## src/rtl/wave_ram_pkg.sv

```systemverilog
package wave_ram_pkg;

  // How a CPU read is served this cycle
  typedef enum logic [1:0] {
    RD_DIRECT  = 2'd0,  // use the CPU index
    RD_FOLLOW  = 2'd1,  // use the channel's current byte
    RD_BLOCKED = 2'd2   // return all ones
  } rd_mode_e;

  typedef struct packed {
    rd_mode_e rd_mode;
    logic     wr_en;      // a write reaches the table
    logic     wr_follow;  // the write targets the channel's current byte
  } access_plan_t;

  // Access decision from channel state, variant and write strobe
  function automatic access_plan_t plan_access(input logic playing,
                                               input logic window,
                                               input logic newer,
                                               input logic wr);
    access_plan_t p;
    if (!playing)            p.rd_mode = RD_DIRECT;
    else if (newer || window) p.rd_mode = RD_FOLLOW;
    else                     p.rd_mode = RD_BLOCKED;
    p.wr_en     = wr && (!playing || newer || window);
    p.wr_follow = playing && !newer;
    return p;
  endfunction

endpackage

```

## src/rtl/wave_access_ctrl.sv

```systemverilog
module wave_access_ctrl
  import wave_ram_pkg::*;
#(
  parameter int IDX_W = 4,
  localparam int POS_W = IDX_W + 1
) (
  input  logic             cpu_wr,
  input  logic [IDX_W-1:0] cpu_idx,
  input  logic             ch_playing,
  input  logic             ch_window,
  input  logic [POS_W-1:0] ch_pos,
  input  logic             variant_new,
  output logic [IDX_W-1:0] rd_idx,
  output logic             rd_blocked,
  output logic             wr_en,
  output logic [IDX_W-1:0] wr_idx,
  output logic [IDX_W-1:0] play_idx
);

  access_plan_t plan;

  // Byte under the channel's current sample position
  function automatic logic [IDX_W-1:0] byte_of_pos(input logic [POS_W-1:0] pos);
    return pos[POS_W-1:1];
  endfunction

  always_comb begin
    plan     = plan_access(ch_playing, ch_window, variant_new, cpu_wr);
    play_idx = byte_of_pos(ch_pos);
    rd_idx   = (plan.rd_mode == RD_DIRECT) ? cpu_idx : play_idx;
    rd_blocked = (plan.rd_mode == RD_BLOCKED);
    wr_en    = plan.wr_en;
    wr_idx   = plan.wr_follow ? play_idx : cpu_idx;
  end

endmodule

```

## src/rtl/wave_store.sv

```systemverilog
module wave_store #(
  parameter int NUM_BYTES = 16,
  parameter int DATA_W    = 8,
  localparam int IDX_W    = $clog2(NUM_BYTES)
) (
  input  logic                          clk,
  input  logic                          rst_n,
  input  logic                          we,
  input  logic [IDX_W-1:0]              widx,
  input  logic [DATA_W-1:0]             wdata,
  input  logic [IDX_W-1:0]              ridx,
  output logic [DATA_W-1:0]             rdata,
  input  logic [IDX_W-1:0]              sidx,
  output logic [DATA_W-1:0]             sdata,
  output logic [NUM_BYTES*DATA_W-1:0]   tbl_flat
);

  logic [DATA_W-1:0] mem [NUM_BYTES];

  for (genvar g = 0; g < NUM_BYTES; g++) begin : g_byte
    always_ff @(posedge clk) begin
      if (!rst_n)                                 mem[g] <= '0;
      else if (we && (widx == IDX_W'(g)))         mem[g] <= wdata;
    end
    assign tbl_flat[g*DATA_W +: DATA_W] = mem[g];
  end

  assign rdata = mem[ridx];
  assign sdata = mem[sidx];

endmodule

```

## src/rtl/wave_sample_out.sv

```systemverilog
module wave_sample_out #(
  parameter int DATA_W = 8,
  localparam int SMP_W = DATA_W / 2
) (
  input  logic              clk,
  input  logic              rst_n,
  input  logic [DATA_W-1:0] byte_in,
  input  logic              odd_sel,
  output logic [SMP_W-1:0]  smp_out
);

  // Even sample lives in the upper half, odd sample in the lower half
  function automatic logic [SMP_W-1:0] pick_half(input logic [DATA_W-1:0] b,
                                                 input logic odd);
    return odd ? b[SMP_W-1:0] : b[DATA_W-1:SMP_W];
  endfunction

  always_ff @(posedge clk) begin
    if (!rst_n) smp_out <= '0;
    else        smp_out <= pick_half(byte_in, odd_sel);
  end

endmodule

```

## src/rtl/wave_ram_arbiter.sv

```systemverilog
module wave_ram_arbiter #(
  parameter int NUM_BYTES = 16,
  parameter int DATA_W    = 8,
  localparam int IDX_W    = $clog2(NUM_BYTES),
  localparam int POS_W    = IDX_W + 1,
  localparam int SMP_W    = DATA_W / 2
) (
  input  logic              clk,
  input  logic              rst_n,
  input  logic              cpu_wr,
  input  logic [IDX_W-1:0]  cpu_idx,
  input  logic [DATA_W-1:0] cpu_wdata,
  output logic [DATA_W-1:0] cpu_rdata,
  input  logic              ch_playing,
  input  logic              ch_window,
  input  logic [POS_W-1:0]  ch_pos,
  input  logic              variant_new,
  output logic [SMP_W-1:0]  smp_out
);

  logic [IDX_W-1:0]            rd_idx, wr_idx, play_idx;
  logic                        rd_blocked, wr_en;
  logic [DATA_W-1:0]           rd_byte, play_byte;
  logic [NUM_BYTES*DATA_W-1:0] tbl_flat;

  wave_access_ctrl #(.IDX_W(IDX_W)) u_ctrl (
    .cpu_wr      (cpu_wr),
    .cpu_idx     (cpu_idx),
    .ch_playing  (ch_playing),
    .ch_window   (ch_window),
    .ch_pos      (ch_pos),
    .variant_new (variant_new),
    .rd_idx      (rd_idx),
    .rd_blocked  (rd_blocked),
    .wr_en       (wr_en),
    .wr_idx      (wr_idx),
    .play_idx    (play_idx)
  );

  wave_store #(.NUM_BYTES(NUM_BYTES), .DATA_W(DATA_W)) u_store (
    .clk      (clk),
    .rst_n    (rst_n),
    .we       (wr_en),
    .widx     (wr_idx),
    .wdata    (cpu_wdata),
    .ridx     (rd_idx),
    .rdata    (rd_byte),
    .sidx     (play_idx),
    .sdata    (play_byte),
    .tbl_flat (tbl_flat)
  );

  wave_sample_out #(.DATA_W(DATA_W)) u_smp (
    .clk     (clk),
    .rst_n   (rst_n),
    .byte_in (play_byte),
    .odd_sel (ch_pos[0]),
    .smp_out (smp_out)
  );

  assign cpu_rdata = rd_blocked ? {DATA_W{1'b1}} : rd_byte;

  // Helpers for the checks below
  function automatic logic [DATA_W-1:0] byte_at(input logic [NUM_BYTES*DATA_W-1:0] t,
                                                input logic [IDX_W-1:0] i);
    return t[int'(i)*DATA_W +: DATA_W];
  endfunction

  function automatic logic [SMP_W-1:0] sample_at(input logic [NUM_BYTES*DATA_W-1:0] t,
                                                 input logic [POS_W-1:0] p);
    logic [DATA_W-1:0] b;
    b = t[int'(p[POS_W-1:1])*DATA_W +: DATA_W];
    return p[0] ? b[SMP_W-1:0] : b[DATA_W-1:SMP_W];
  endfunction


  idle_write_chk: assert property (@(posedge clk) disable iff (!rst_n)
    (cpu_wr && !ch_playing) |=> byte_at(tbl_flat, $past(cpu_idx)) == $past(cpu_wdata));


  blocked_read_chk: assert property (@(posedge clk) disable iff (!rst_n)
    (ch_playing && !ch_window && !variant_new) |-> (cpu_rdata == {DATA_W{1'b1}}));


  follow_write_chk: assert property (@(posedge clk) disable iff (!rst_n)
    (cpu_wr && ch_playing && ch_window && !variant_new)
      |=> byte_at(tbl_flat, $past(ch_pos[POS_W-1:1])) == $past(cpu_wdata));


  dropped_write_chk: assert property (@(posedge clk) disable iff (!rst_n)
    (ch_playing && !ch_window && !variant_new) |=> $stable(tbl_flat));


  newer_write_chk: assert property (@(posedge clk) disable iff (!rst_n)
    (cpu_wr && ch_playing && variant_new)
      |=> byte_at(tbl_flat, $past(cpu_idx)) == $past(cpu_wdata));


  sample_pipe_chk: assert property (@(posedge clk) disable iff (!rst_n)
    1'b1 |=> smp_out == sample_at($past(tbl_flat), $past(ch_pos)));

endmodule

```

## config.mk

```make
export PLATFORM = sky130hd
export DESIGN_NAME = wave_ram_arbiter
export DESIGN_NICKNAME = d
export VERILOG_FILES = /design/src/rtl/wave_ram_pkg.sv /design/src/rtl/wave_access_ctrl.sv /design/src/rtl/wave_store.sv /design/src/rtl/wave_sample_out.sv /design/src/rtl/wave_ram_arbiter.sv
export SDC_FILE = /design/constraint.sdc
export NUM_CORES = 1
export LEC_CHECK = 0
export BUFFER_PORTS_ARGS = -buffer_cell sky130_fd_sc_hd__buf_2
export CORE_UTILIZATION = 51
export CTS_CLUSTER_DIAMETER = 80
export CTS_CLUSTER_SIZE = 30
export DETAILED_ROUTE_END_ITERATION = 10
export GPL_ROUTABILITY_DRIVEN = 0
export PLACE_DENSITY = 0.68
export SETUP_SLACK_MARGIN = 0.05
export SYNTH_ARGS = -nofsm -noshare
export SYNTH_HDL_FRONTEND = slang
export SYNTH_SLANG_ARGS = --single-unit
```

## constraint.sdc

```tcl
create_clock -name clk -period 3.3 [get_ports clk]
set_clock_uncertainty 0.1 [all_clocks]
set_input_delay 0.33 -clock clk [delete_from_list [all_inputs] [get_ports clk]]
set_output_delay 0.33 -clock clk [all_outputs]
set_load 0.02 [all_outputs]
```

; ---- Word-level counts from Yosys, hierarchy flattened
; Memory sizes are Yosys's and may differ from the RTL's.
; Index checks and enable logic that the tools add are counted.
[op_classes]
n_eq_ne = 16
reduce_logical = 25
mux = 71
bitwise_logic = 16
[op_table]
columns = cell, count
row1 = $mux W8, 17
row2 = $mux W1, 49
row3 = $eq A4 B4 Y1 const B, 8
row4 = $logic_and A1 B1 Y1, 18
row5 = $eq A4 B3 Y1 const B, 4
row6 = $or A1 B1 Y1, 16
row7 = $mux W4, 3
row8 = $eq A4 B2 Y1 const B, 2
row9 = $eq A4 B1 Y1 const B, 1
row10 = $logic_not A4 Y1, 1
row11 = $mux W2, 2
row12 = $logic_or A1 B1 Y1, 3
row13 = $eq A2 B2 Y1 const B, 1
row14 = $logic_not A1 Y1, 2
row15 = $logic_not A2 Y1, 1
[totals]
wordCells = 130
inputBits = 23
output_inout_bits = 12
reg_bits = 4
mem_bits_rw = 128
mem_count = 1
[mem_list]
columns = memory, depth, word_bits, read_ports, rd_clocked_by_memory_dff, write_ports, line_no
row1 = u_store.mem, 16, 8, 2, 0, 16, wave_store.sv:18  ; logic [DATA_W-1:0] mem [NUM_BYTES];

; ---- Longest topological paths before layout
[logic_depth]
depth_word = 9
depth_mapped = 7
ltp_nobuf = 5

; ---- By module
; A second synthesis with hierarchy kept.
[unflattened]
hier_cells = 488
area_unflattened_um2 = 7332.0
[modules_own_cells]
columns = mod, cells_each, n_inst, seq_area_each_um2, area_per_inst_um2
row1 = wave_store, 451, 1, 3843.7, 6960.4
row2 = wave_access_ctrl, 16, 1, 0.0, 165.2
row3 = wave_sample_out, 13, 1, 80.1, 156.4
row4 = wave_ram_arbiter, 8, 1, 0.0, 50.0

; ---- Least setup slack after synthesis
; Ideal clock, no wire load.
[synth_timing]
path_type = input to register
from = in ch_playing
to = mem u_store.mem[12][0], enable pin
arrival_ns = 1.936
stages = 6
setup_time_ns = 0.384
slack_ns = 0.880
n_path_buf = 2
t_required_ns = 2.816
cell_sequence = buf_6 nand2b_1 buf_2 mux2i_1 nand3_1 o21ai_0
[synth_lines]
columns = item, line_no
row1 = start: declaration, wave_ram_arbiter.sv:14  ; input logic ch_playing,
row2 = end: declaration, wave_store.sv:18

; ---- Worst setup path after layout
[layout_timing]
from = in ch_playing
to = out cpu_rdata[2]
[layout_between]
elab_chain_len = 5
elab_cells_between_ends = 6
cone_classes = eq/ne (1) / mux (3) / reduce/logical (1) / memory (1)
[layout_lines]
columns = item, line_no
row1 = $mux W2 (*), wave_ram_pkg.sv:22  ; if (!playing) p.rd_mode = RD_DIRECT;
row2 = $logic_not A2 Y1, wave_access_ctrl.sv:30  ; rd_idx = (plan.rd_mode == RD_DIRECT) ? cpu_idx : play_idx;
row3 = $mux W4, wave_access_ctrl.sv:30
row4 = $mem_v2 Z16 W8, n/a
row5 = $mux W8 (*), wave_ram_arbiter.sv:61  ; assign cpu_rdata = rd_blocked ? {DATA_W{1'b1}} : rd_byte;
row6 = end: declaration, wave_ram_arbiter.sv:13  ; output logic [DATA_W-1:0] cpu_rdata,
; Every way passes the cells marked *; elsewhere a longest branch is shown, timed or not.

==> flow_metrics.py <==
metrics = {
    "clock_tree": {
        "clk_pin_slew_ns": 0.06,
        "clock_sinks": 132,
        "h-tree-depth": 4,
        "cts_tree": "done",
        "cts.repair.resized": 0,
        "cts_hold_buf": 0,
        "cts_buffers": 17,
        "cts_setup_buffers": 0,
        "cts-root-buf": "clkbuf_16",
        "clk_path_buf_depth": 2,
        "insertion_delay_ns": 0.43,
    },
    "critical_path": {
        "crit_arrival_ns": 2.41,
        "worstSetupEndpointType": "primary output",
        "startpoint_type": "input pin",
        "worst-path-max-fanout": 33,
        "cp_data_required_time_ns": 2.87,
        "r2r_slack_ns": 1.51,
        "path_class": "input pin to primary output",
    },
    "timing": {
        "fin_setup_tns_ns": 0,
        "max_freq_mhz": 353,
        "hold_viol_final": 0,
        "tightest_slew_ns": 0.780,
        "min_period_over_period_pct": 85.9,
        "slew_headroom_pct": 47.8,
        "finalCriticalPeriod_ns": 2.84,
        "finalSetupViolCount": 0,
        "slew_violations": 0,
        "rsz0062_at_grt": "no",
        "fin_worst_hold_slack_ns": 0.113,
    },
    "floorplanning": {
        "start_util_pct": 52.2,
        "die_h_um": 121,
        "num_rows": 43,
        "ioPinCount": 35,
        "core_mm2": 0.0139,
        "fp.dieW_um": 121,
        "die-area_mm2": 0.0147,
    },
    "layout": {
        "layout-drive-gt1-share_pct": 29.6,
        "fin_util_pct": 59.6,
        "nFillCells": 1052,
        "nets": 567,
        "postLayoutCellArea_mm2": 0.00828,
        "antenna_cells": 0,
        "syn_to_final_growth_pct": 14.3,
    },
    "synthesis": {
        "synth_seq_area_share_pct": 54.2,
        "netlist_area_mm2": 0.00724,
        "postSynthNetCount": 517,
        "avgSynthCellArea_um2": 14.7,
        "syn_inst": 494,
        "ys_types": 36,
        "ys.warnings.count": 0,
        "ys_ff_latch": 132,
    },
    "route": {
        "num_vias": 4946,
        "first_iter_violations": 660,
        "first_pass_iters": 5,
        "avgViaCountPerCell": 6.71,
        "ant_nets": 0,
        "routed_wl_mm": 20.3,
        "drc": 0,
        "post_drt_wl_per_cell_um": 27.6,
    },
    "placed_design": {
        "placed_area_mm2": 0.00771,
        "hpwl_mm": 14.0,
        "numPortBuffers": 34,
    },
    "global_routing": {
        "grt_use_total_pct": 30.1,
        "grt_pass1_vias": 4835,
        "grt_antenna_before_repair": 0,
        "grt_pass1_wl_mm": 30.7,
        "grt_overflow_total": 0,
        "grt_max_degree": 34,
    },
    "power_and_ir_drop": {
        "power.density_mw_per_mm2": 538,
        "max-vdd-ir-drop_v": 0.000367,
        "power.leakage_nw": 2.92,
    },
    "worst_hold_path": {
        "hp-class": "input pin to register",
    },
    "run": {
        "drv_cap": 0,
    },
    "run_status": {
        "outcome": "finished clean",
    },
}
final timing paths:
path	end	depth (start not counted)	startpoint
max reg2reg	u_smp.smp_out[0]	4	u_store.mem[10][4]
min	u_smp.smp_out[1]	2	ch_pos[0]
min reg2reg	u_smp.smp_out[1]	3	u_store.mem[6][5]
max	cpu_rdata[2]	7	ch_playing
metal layers:
| layer | track usage [%] | vias to the layer above | part of all wire [%] |
|---|---|---|---|
| met4 | 14.0 | 0 | 3.4 |
| met3 | 6.81 | 47 | 11 |
| met5 | 0 | - | 0 |
| met2 | 44.3 | 353 | 46 |
| met1 | 42.5 | 2504 | 40 |
| li1 | - | 2042 | - |
synth_stat cells, drive strengths merged:
library cell,instances,area [um^2]
dfxtp,4,80.1
o221ai,8,70.1
a21oi,3,15.0
mux2,7,78.8
nor3b,2,15.0
a211oi,1,7.51
buf,18,129
a221oi,4,35.0
nor3,1,5.00
nor2b,6,37.5
nand2b,9,56.3
nand2,6,22.5
o21ai,18,90.1
or2,1,6.26
a32o,1,10.0
nor2,19,73.8
o31ai,1,7.51
inv,3,11.3
clkbuf,14,52.6
a22oi,15,113
nand3,12,60.1
o32a,1,10.0
and4b,1,10.0
a211o,1,8.76
mux2i,10,113
mux4,63,1420
edfxtp,128,3840
a31oi,5,31.3
and2,128,801
nand4,4,25.0
metrics by stage:
step	power, mW	cells	setup slack [ns]
finish	4.45	737	0.464
global route	4.56	737	0.422
CTS	4.45	737	0.493
detailed placement	2.65	705	0.494
global placement	2.64	705	0.507
floorplan	2.41	494	0.880
state kept, by name, indices dropped and copies added (netlist names):
name / cells
u_store.mem: 128
u_smp.smp_out: 4
layout make-up:
type	instances	area, um^2	area share, %
Clock inverter	15	141	1.71
Tap cell	180	225	2.72
Sequential cell	132	3920	47.4
Inverter	3	11.3	0.136
Multi-Input combinational cell	327	3140	37.9
Timing Repair Buffer	63	413	4.99
Clock buffer	17	425	5.14
cells in the final DEF, fill, tap and decap left out, drive strengths merged:
cell | synthesis | routed
a221oi | 4 | 4
clkinvlp | 0 | 2
a21oi | 3 | 3
clkbuf | 14 | 17
edfxtp | 128 | 128
dfxtp | 4 | 4
o21ai | 18 | 18
nor2b | 6 | 6
and4b | 1 | 1
nand2b | 9 | 9
nor3b | 2 | 2
o32a | 1 | 1
a22oi | 15 | 15
mux2i | 10 | 10
buf | 18 | 63
or2 | 1 | 1
a31oi | 5 | 5
a211o | 1 | 1
a32o | 1 | 1
mux2 | 7 | 7
bufinv | 0 | 2
nand2 | 6 | 6
nand3 | 12 | 12
clkinv | 0 | 11
o31ai | 1 | 1
mux4 | 63 | 63
nor3 | 1 | 1
a211oi | 1 | 1
inv | 3 | 3
nand4 | 4 | 4
o221ai | 8 | 8
nor2 | 19 | 19
and2 | 128 | 128
cell families after synthesis:
| group | Yosys count | synth area share (%) |
|---|---|---|
| simple gates | 189 | 15.4 |
| compound gates | 58 | 5.50 |
| mux | 80 | 22.3 |
| flops | 132 | 54.2 |
| buf+inv | 35 | 2.66 |
power by group:
part	switching, mW	internal, mW	total (mW)
clock network	0.722	1.10	1.82
registers	0.0673	1.95	2.02
logic	0.345	0.270	0.615
worst max-delay path, cell delays in order:
cell and delay, ns:
buf_2 0.18, mux2i_4 0.27, buf_12 0.28, mux4_2 0.58, a22oi_1 0.37, nand3_1 0.17, buf_2 0.19
Power figures use the tool's default switching activity.
